$ cat src/rtl/sar_ctrl_pkg.sv
package sar_ctrl_pkg;
  typedef enum logic [2:0] {
    ST_IDLE,
    ST_SETUP,
    ST_PULSE,
    ST_WAIT,
    ST_CAPT
  } seq_state_e;
endpackage

$ cat src/rtl/sar_busy_sync.sv
module sar_busy_sync #(
  parameter int STAGES = 2
) (
  input  logic clk_i,
  input  logic rst_ni,
  input  logic busy_i,
  output logic rise_o
);
  logic [STAGES-1:0] sync_q;
  logic              last_q;

  // idle level of BUSY is high
  always_ff @(posedge clk_i or negedge rst_ni) begin
    if (!rst_ni) begin
      sync_q <= '1;
      last_q <= 1'b1;
    end else begin
      sync_q <= {sync_q[STAGES-2:0], busy_i};
      last_q <= sync_q[STAGES-1];
    end
  end

  assign rise_o = sync_q[STAGES-1] & ~last_q;
endmodule

$ cat src/rtl/sar_seq.sv
module sar_seq
  import sar_ctrl_pkg::*;
#(
  parameter int SETUP_CYC   = 1,
  parameter int PULSE_CYC   = 4,
  parameter int SPACING_CYC = 166,
  parameter int CAPTURE_DLY = 2,
  parameter int TIMEOUT_CYC = 200
) (
  input  logic clk_i,
  input  logic rst_ni,
  input  logic free_i,
  input  logic tied_i,
  input  logic start_i,
  input  logic busy_rise_i,
  output logic conv_no_o,
  output logic cs_no_o,
  output logic quiet_o,
  output logic cap_o,
  output logic timeout_o
);
  localparam int PH_W  = $clog2(SETUP_CYC + PULSE_CYC + CAPTURE_DLY + 1);
  localparam int GAP_W = $clog2(SPACING_CYC + 1);
  localparam int TMO_W = $clog2(TIMEOUT_CYC + 1);
  localparam bit USE_SETUP = (SETUP_CYC > 0);
  localparam logic [PH_W-1:0]  SETUP_LAST = PH_W'((SETUP_CYC > 0) ? SETUP_CYC - 1 : 0);
  localparam logic [PH_W-1:0]  PULSE_LAST = PH_W'(PULSE_CYC - 1);
  localparam logic [PH_W-1:0]  CAP_LAST   = PH_W'(CAPTURE_DLY - 2);
  localparam logic [GAP_W-1:0] GAP_MIN    = GAP_W'(SPACING_CYC);
  localparam logic [TMO_W-1:0] TMO_LAST   = TMO_W'(TIMEOUT_CYC);

  seq_state_e       state_q, nxt;
  logic [PH_W-1:0]  ph_q;
  logic [GAP_W-1:0] gap_q;
  logic [TMO_W-1:0] tmo_q;
  logic             pend_q;
  logic             launch, tmo_evt, cap;
  logic             conv_q, cs_q, quiet_q, tmo_flag_q;
  logic             gap_ok;

  assign gap_ok = (gap_q >= GAP_MIN);

  always_comb begin
    nxt     = state_q;
    launch  = 1'b0;
    tmo_evt = 1'b0;
    cap     = 1'b0;
    case (state_q)
      ST_IDLE: begin
        if (gap_ok && (free_i || pend_q)) begin
          launch = 1'b1;
          nxt    = (USE_SETUP && !tied_i) ? ST_SETUP : ST_PULSE;
        end
      end
      ST_SETUP: if (ph_q == SETUP_LAST) nxt = ST_PULSE;
      ST_PULSE: if (ph_q == PULSE_LAST) nxt = ST_WAIT;
      ST_WAIT: begin
        if (busy_rise_i) begin
          nxt = ST_CAPT;
        end else if (tmo_q == TMO_LAST) begin
          tmo_evt = 1'b1;
          nxt     = ST_IDLE;
        end
      end
      ST_CAPT: begin
        if (ph_q == CAP_LAST) begin
          cap = 1'b1;
          nxt = ST_IDLE;
        end
      end
      default: nxt = ST_IDLE;
    endcase
  end

  always_ff @(posedge clk_i or negedge rst_ni) begin
    if (!rst_ni) begin
      state_q <= ST_IDLE;
      ph_q    <= '0;
    end else begin
      state_q <= nxt;
      ph_q    <= (nxt != state_q) ? '0 : ph_q + 1'b1;
    end
  end

  // start-to-start spacing, measured from the falling read/convert edge
  always_ff @(posedge clk_i or negedge rst_ni) begin
    if (!rst_ni) begin
      gap_q <= GAP_MIN;
    end else if (launch) begin
      gap_q <= GAP_W'(1);
    end else if (!gap_ok) begin
      gap_q <= gap_q + 1'b1;
    end
  end

  // completion watchdog, counted from entry into the convert pulse
  always_ff @(posedge clk_i or negedge rst_ni) begin
    if (!rst_ni) begin
      tmo_q <= '0;
    end else if (nxt == ST_PULSE && state_q != ST_PULSE) begin
      tmo_q <= '0;
    end else if ((state_q == ST_PULSE || state_q == ST_WAIT) && tmo_q != TMO_LAST) begin
      tmo_q <= tmo_q + 1'b1;
    end
  end

  always_ff @(posedge clk_i or negedge rst_ni) begin
    if (!rst_ni) begin
      pend_q <= 1'b0;
    end else if (free_i) begin
      pend_q <= 1'b0;
    end else if (launch) begin
      pend_q <= start_i;
    end else if (start_i) begin
      pend_q <= 1'b1;
    end
  end

  // strobes registered from the next state
  always_ff @(posedge clk_i or negedge rst_ni) begin
    if (!rst_ni) begin
      conv_q     <= 1'b1;
      cs_q       <= 1'b1;
      quiet_q    <= 1'b0;
      tmo_flag_q <= 1'b0;
    end else begin
      conv_q  <= !(nxt == ST_SETUP || nxt == ST_PULSE);
      cs_q    <= !(nxt == ST_PULSE || nxt == ST_WAIT || nxt == ST_CAPT);
      quiet_q <= (nxt != ST_IDLE);
      if (tmo_evt) tmo_flag_q <= 1'b1;
    end
  end

  assign conv_no_o = conv_q;
  assign cs_no_o   = tied_i ? 1'b0 : cs_q;
  assign quiet_o   = quiet_q;
  assign cap_o     = cap;
  assign timeout_o = tmo_flag_q;
endmodule

$ cat src/rtl/sar_out_stage.sv
module sar_out_stage #(
  parameter int DATA_W = 12,
  parameter int OUT_W  = 16
) (
  input  logic              clk_i,
  input  logic              rst_ni,
  input  logic              cap_i,
  input  logic [DATA_W-1:0] raw_i,
  input  logic              ready_i,
  output logic              valid_o,
  output logic [OUT_W-1:0]  data_o,
  output logic              overrun_o
);
  localparam int EXT_W = OUT_W - DATA_W;

  logic             valid_q, ovr_q;
  logic [OUT_W-1:0] data_q;

  always_ff @(posedge clk_i or negedge rst_ni) begin
    if (!rst_ni) begin
      valid_q <= 1'b0;
      ovr_q   <= 1'b0;
      data_q  <= '0;
    end else if (cap_i) begin
      data_q  <= {{EXT_W{raw_i[DATA_W-1]}}, raw_i};
      valid_q <= 1'b1;
      if (valid_q && !ready_i) ovr_q <= 1'b1;
    end else if (ready_i) begin
      valid_q <= 1'b0;
    end
  end

  assign valid_o   = valid_q;
  assign data_o    = data_q;
  assign overrun_o = ovr_q;
endmodule

$ cat src/rtl/sar_conv_ctrl.sv
module sar_conv_ctrl #(
  parameter int DATA_W      = 12,
  parameter int OUT_W       = 16,
  parameter int SYNC_STAGES = 2,
  parameter int SETUP_CYC   = 1,
  parameter int PULSE_CYC   = 4,
  parameter int SPACING_CYC = 166,
  parameter int CAPTURE_DLY = 2,
  parameter int TIMEOUT_CYC = 200
) (
  input  logic              clk_i,
  input  logic              rst_ni,
  input  logic              free_run_i,
  input  logic              cs_tied_i,
  input  logic              start_i,
  input  logic              busy_i,
  input  logic [DATA_W-1:0] bus_i,
  output logic              conv_no_o,
  output logic              cs_no_o,
  output logic              quiet_o,
  output logic              smp_valid_o,
  input  logic              smp_ready_i,
  output logic [OUT_W-1:0]  smp_data_o,
  output logic              overrun_o,
  output logic              timeout_o
);
  logic busy_rise;
  logic cap;

  sar_busy_sync #(
    .STAGES(SYNC_STAGES)
  ) i_busy_sync (
    .clk_i (clk_i),
    .rst_ni(rst_ni),
    .busy_i(busy_i),
    .rise_o(busy_rise)
  );

  sar_seq #(
    .SETUP_CYC  (SETUP_CYC),
    .PULSE_CYC  (PULSE_CYC),
    .SPACING_CYC(SPACING_CYC),
    .CAPTURE_DLY(CAPTURE_DLY),
    .TIMEOUT_CYC(TIMEOUT_CYC)
  ) i_seq (
    .clk_i      (clk_i),
    .rst_ni     (rst_ni),
    .free_i     (free_run_i),
    .tied_i     (cs_tied_i),
    .start_i    (start_i),
    .busy_rise_i(busy_rise),
    .conv_no_o  (conv_no_o),
    .cs_no_o    (cs_no_o),
    .quiet_o    (quiet_o),
    .cap_o      (cap),
    .timeout_o  (timeout_o)
  );

  sar_out_stage #(
    .DATA_W(DATA_W),
    .OUT_W (OUT_W)
  ) i_out (
    .clk_i    (clk_i),
    .rst_ni   (rst_ni),
    .cap_i    (cap),
    .raw_i    (bus_i),
    .ready_i  (smp_ready_i),
    .valid_o  (smp_valid_o),
    .data_o   (smp_data_o),
    .overrun_o(overrun_o)
  );
endmodule

$ cat config.mk
export PLATFORM = sky130hd
export DESIGN_NAME = sar_conv_ctrl
export DESIGN_NICKNAME = d
export VERILOG_FILES = /design/src/rtl/sar_ctrl_pkg.sv /design/src/rtl/sar_busy_sync.sv /design/src/rtl/sar_seq.sv /design/src/rtl/sar_out_stage.sv /design/src/rtl/sar_conv_ctrl.sv
export SDC_FILE = /design/constraint.sdc
export NUM_CORES = 1
export LEC_CHECK = 0
export ABC_AREA = 1
export BUFFER_PORTS_ARGS = -buffer_cell sky130_fd_sc_hd__buf_2
export CAP_MARGIN = 0
export CORE_MARGIN = 3
export CORE_UTILIZATION = 45
export CTS_CLUSTER_DIAMETER = 150
export CTS_CLUSTER_SIZE = 40
export DETAILED_ROUTE_END_ITERATION = 10
export GPL_TIMING_DRIVEN = 0
export HOLD_SLACK_MARGIN = 0.15
export PLACE_DENSITY_LB_ADDON = 0.15
export SYNTH_ARGS = -nofsm -noshare
export SYNTH_HDL_FRONTEND = slang
export SYNTH_SLANG_ARGS = --single-unit
$ cat constraint.sdc
create_clock -name clk_i -period 2.9 [get_ports clk_i]
set_clock_uncertainty 0.05 [all_clocks]
set_input_delay 0.58 -clock clk_i [delete_from_list [all_inputs] [get_ports clk_i]]
set_output_delay 0.58 -clock clk_i [all_outputs]
set_load 0.02 [all_outputs]
# After elaboration in Yosys (flattened, before gate mapping)
# Index checks and enable logic that the tools add are counted.
[word_totals]
ff_bits = 44
input_bits = 19
output_inout_bits = 22
word_cells = 79
[op_classes]
bitwise = 2
n_mux = 26
reduce_logical = 19
order_cmp = 1
addsub = 3
eq_ne = 14
[ops]
columns = ["operator", "count"]
rows = [
  ["2-to-1 mux 8 bit", 4],
  ["2-to-1 mux 3 bit", 7],
  ["adder 8 x 1 -> 8 bit (second input constant)", 2],
  ["== test 3 x 2 -> 1 bit (second input constant)", 5],
  ["one-hot mux 3 bit (5 select lines)", 1],
  ["2-to-1 mux 1 bit", 13],
  ["== test 8 bit (second input constant)", 1],
  [">= comparator 8 bit (second input constant)", 1],
  ["inequality test 8 bit (second input constant)", 1],
  ["== test 3 x 1 -> 1 bit (second input constant)", 2],
  ["== test 3 bit (second input constant)", 2],
  ["zero test 3 bit", 2],
  ["nonzero test 3 bit", 2],
  ["logical OR 1 bit", 5],
  ["logical AND 1 bit", 4],
  ["nonzero test 2 bit", 2],
  ["adder 3 x 1 -> 3 bit (second input constant)", 1],
  ["zero test 1 bit", 3],
  ["inequality test 3 x 2 -> 1 bit (second input constant)", 1],
  ["inequality test 3 bit", 1],
  ["2-to-1 mux 2 bit", 1],
  ["inequality test 2 x 1 -> 1 bit (second input constant)", 1],
  ["AND reduction 2 bit", 1],
  ["bitwise AND 1 bit", 1],
  ["inverter 1 bit", 1],
]

# Longest topological paths before layout
[logic_depth]
depth_word = 8
depth_mapped = 14
mapped_depth_nobuf = 13

# Cells and area by module
# A second synthesis with hierarchy kept.
[unflattened]
cells_unflattened = 247
hier_area_um2 = 2123.3
[modules_own_cells]
columns = ["mod", "instances", "seq_area_each_um2", "area_each_um2", "cells_per_inst"]
rows = [
  ["sar_seq", 1, 683.2, 1472.7, 179],
  ["sar_out_stage", 1, 350.3, 561.8, 63],
  ["sar_busy_sync", 1, 78.8, 88.8, 5],
]

# Least setup slack after synthesis
# OpenSTA, ideal clock, no wires.
[synth_timing]
kind = "reg2reg"
startpoint = "reg i_seq.gap_q[0]"
endpoint = "reg i_seq.quiet_q (netlist: i_seq.quiet_o)"
arrival_time_ns = 1.507
path_stages_with_launch = 11
path_buffers = 1
setup_ns = 0.131
path_slack_ns = 1.212
t_required_ns = 2.719
period_less_slack_ns = 1.688
path_cell_list = "dfrtp_1 -> inv_1 -> ha_1 -> nand2_1 -> nand3_1 -> nand2_1 -> nand2_2 -> buf_2 -> nand4_2 -> nand2_2 -> or3_1"
[synth_between]
elab_chain_len = 5
[synth_lines]
columns = ["element", "line", "source"]
rows = [
  ["from (decl)", "sar_seq.sv:34", "logic [GAP_W-1:0] gap_q;"],
  ["from (signal assigned)", "sar_seq.sv:92", "gap_q <= gap_q + 1'b1;"],
  [">= comparator 8 bit", "sar_seq.sv:41", "assign gap_ok = (gap_q >= GAP_MIN);"],
  ["logical AND 1 bit", "sar_seq.sv:50", "if (gap_ok && (free_i || pend_q)) begin"],
  ["2-to-1 mux 3 bit", "sar_seq.sv:50", ""],
  ["one-hot mux 3 bit (5 select lines)", "sar_seq.sv:48", "case (state_q)"],
  ["named net i_seq.nxt[0]", "sar_seq.sv:32", "seq_state_e state_q, nxt;"],
  ["nonzero test 3 bit", "sar_seq.sv:129", "quiet_q <= (nxt != ST_IDLE);"],
  ["to (signal assigned)", "sar_seq.sv:129", ""],
  ["to (decl)", "sar_seq.sv:38", "logic conv_q, cs_q, quiet_q, tmo_flag_q;"],
]
# The timed path passes the listed nets, and every way through them passes these cells.
# A chain may end at the register's enable or synchronous reset.

# Final worst setup path
[layout_timing]
startpoint = "reg i_seq.gap_q[1]"
endpoint = "reg i_seq.pend_q"
[layout_between]
elab_chain_len = 6
elab_cells_between_ends = 7
cone_classes = "1 x order compare; 4 x mux; 2 x reduce/logical"
[layout_lines]
columns = ["element", "line", "source"]
rows = [
  [">= comparator 8 bit (*)", "sar_seq.sv:41", ""],
  ["logical AND 1 bit (*)", "sar_seq.sv:50", ""],
  ["2-to-1 mux 1 bit (*)", "sar_seq.sv:50", ""],
  ["2-to-1 mux 1 bit (*)", "sar_seq.sv:48", ""],
  ["2-to-1 mux 1 bit", "sar_seq.sv:112", "end else if (launch) begin"],
  ["2-to-1 mux 1 bit", "sar_seq.sv:110", "end else if (free_i) begin"],
  ["to (signal assigned)", "sar_seq.sv:113", "pend_q <= start_i;"],
  ["to (decl)", "sar_seq.sv:36", "logic pend_q;"],
]
# Mark *: on every way between the ends. The rest lies on a longest branch, timed or not.

==> results.json <==
{
  "outcome": "complete, no violations",
  "setup_ws_ns": 0.9991,
  "ys_async_sr_fraction_pct": 100.0,
  "drt_iter0_drc": 56,
  "post-cts-setup-buffer-count": 0,
  "setup_tns_ns": 0,
  "drive_gt1_share_pct": 32.88,
  "syn_nets": 273,
  "clkLatencyLatePin_ns": 0.30,
  "dpl.hpwl_um": 2813,
  "cts_hold_buf": 0,
  "core-area_mm2": 0.004504,
  "grt_use_met3_pct": 4.222,
  "timing_worst_setup_path_type": "register to register",
  "synth_cells": 247,
  "setup_viol": 0,
  "grt.met1_usage_pct": 19.97,
  "drtPass1Iterations": 4,
  "cp.arrival_ns": 2.05,
  "synthFlopType": "dfrtp_1",
  "use_met2_pct": 21.48,
  "timing.fmax_ghz": 0.5261,
  "fin_util_pct": 56.58,
  "nets": 320,
  "cp_max_fo": 10,
  "worst_setup_path_end_kind": "register",
  "grt_antenna_before_repair": 0,
  "synth_area_leaders": "dfrtp_1, dfstp_2, nand2_1",
  "start_kind": "register",
  "ys_types": 36,
  "area_growth_pct": 17.34,
  "portBuffers": 40,
  "crit_required_ns": 3.05,
  "grt-busiest-layer": "met2",
  "num_vias": 1605,
  "diodes": 0,
  "crit_chain": "ha_1 > nand2_1 > nand3_1 > nand2_1 > nand2_2 > buf_2 > nand3_1 > a21oi_1 > nor2_1",
  "layout_common_cells": "nand2_1, buf_2, dfrtp_1",
  "wire_per_inst_um": 10.88,
  "drc": 0,
  "hold_class": "register to register",
  "yosysWarnings": 0,
  "maxCapViolations": 0,
  "fp.dieW_um": 75.48,
  "synth-edff-count": 0,
  "netlist_area_mm2": 0.002172,
  "ys_seq_area_share_pct": 51.21,
  "path_clk_slew_ns": 0.09,
  "crit_buf_inv": 1,
  "avgSynthCellArea_um2": 8.794,
  "cts-htree-levels": 2,
  "cts_buffers": 5,
  "boundaryPins": 41,
  "gp_congestion": 0.8070,
  "leakagePower_uw": 0.001246,
  "design_area_mm2": 0.002549,
  "chipHeight_um": 75.48,
  "cts_root_buffer": "clkbuf_8",
  "slew_headroom_pct": 37.92,
  "tritoncts": "done",
  "final_common_cell": "nand2_1",
  "ir_drop_mv": 0.4304,
  "yosysTopAreaCell": "dfrtp_1",
  "post_dp_cell_area_mm2": 0.002437,
  "dpl_worst_slack_ns": 1.007,
  "dieArea_mm2": 0.005696,
  "ys_ff_latch": 44,
  "slew_viol_final": 0,
  "critPathMaxStageDelay_ns": 0.57,
  "first_global_vias": 1446,
  "vias_per_cell": 4.625,
  "wl_um": 3774,
  "start_util_pct": 48.22,
  "grt_max_degree": 45,
  "grt_pass1_wl_um": 6313,
  "hold_viol": 0,
  "slowest_stage": "dfstp_2",
  "fin_crit_sh_pct": 65.55,
  "synth_top_area_share_pct": 40.32,
  "powerDensity_mw_per_mm2": 905.4,
  "crit_family": "simple AND/OR/NAND/NOR gates",
  "cts.sinks": 44,
  "grtUsageTotal_pct": 14.66,
  "grt_overflow": 0,
  "worst_pin_slew_ns": 0.9313,
  "period_needed_ns": 1.901,
  "rsz0062_at_grt": "no",
  "post_cts_resized": 0,
  "cts_buffer_depth": 2,
  "num_rows": 24,
  "drtAntennaViolNets": 0
}
cell type report:
cell class / count / area [um^2]
repair buffers: 40 / 200.2
inverters: 31 / 116.4
flip-flops and latches: 44 / 1112
clock inverters: 3 / 42.54
well taps: 52 / 65.06
multi-input cells: 165 / 899.6
fillers: 428 / 1956
plain buffers: 7 / 43.79
clock buffers: 5 / 68.82
where the power goes:
part / leakage [uW] / internal (uW) / total [uW] / switching (uW)
Clock: 0.0000541 / 255 / 466 / 211
Sequential: 0.000503 / 795 / 903 / 108
Combinational: 0.000689 / 348 / 939 / 591
cells in the mapped netlist (3+ instances only):
cell type	instances
nand2_1	63
dfrtp_1	35
nor2_1	29
inv_1	23
nand3_1	10
dfstp_2	9
o21ai_0	9
inv_2	8
nand2_2	8
ha_1	7
nor2_2	6
buf_4	4
xor2_1	4
a21oi_1	3
nor3_1	3
per-stage QoR:
stage               power [uW]  hold WS [ns]  instances
floorplan                 1612        0.2344        247
CTS                       2341        0.3102        347
global route              2495        0.3064        347
global placement          1851        0.2980        339
finish                    2308        0.3090        347
detailed placement        1867        0.2975        339
routing by layer:
metal,share of wire [%],vias up
met5,0,-
met4,1.9,0
met3,3.7,8
met2,45,23
met1,50,711
li1,-,863
final timing paths:
check,from,end,slack (ns),depth (start not counted)
min in group asynchronous,rst_ni,i_seq.gap_q[6]$_DFFE_PN0P_,0.36,1
hold / removal,i_busy_sync.sync_q[0]$_DFF_PN1_,i_busy_sync.sync_q[1]$_DFF_PN1_,0.31,0
max in group asynchronous,rst_ni,i_seq.ph_q[2]$_DFF_PN0_,1.86,1
setup / recovery,i_seq.gap_q[1]$_DFFE_PN1P_,i_seq.pend_q$_DFFE_PN0P_,1.0,9
hold reg to reg,i_busy_sync.sync_q[0]$_DFF_PN1_,i_busy_sync.sync_q[1]$_DFF_PN1_,0.31,0
setup reg to reg,i_seq.gap_q[1]$_DFFE_PN1P_,i_seq.pend_q$_DFFE_PN0P_,1.0,9
registers in the layout, indices dropped and copies added (netlist names), 2 cells and up:
signal,cells
i_out.data_o,12
i_seq.state_q,3
i_seq.ph_q,3
i_seq.tmo_q,8
i_busy_sync.sync_q,2
i_seq.gap_q,8
cells by family after synthesis:
| kind of cell | count (synthesis) | synth area share (%) |
|---|---|---|
| AND/OR/NAND/NOR | 133 | 29.44 |
| flip-flops | 44 | 51.21 |
| buffers and inverters | 38 | 7.373 |
| AO/OA/AOI/OAI | 19 | 5.530 |
| adder cells (fa/ha/maj) | 7 | 4.032 |
| XOR/XNOR | 6 | 2.419 |
(Power assumes the default switching activity.)
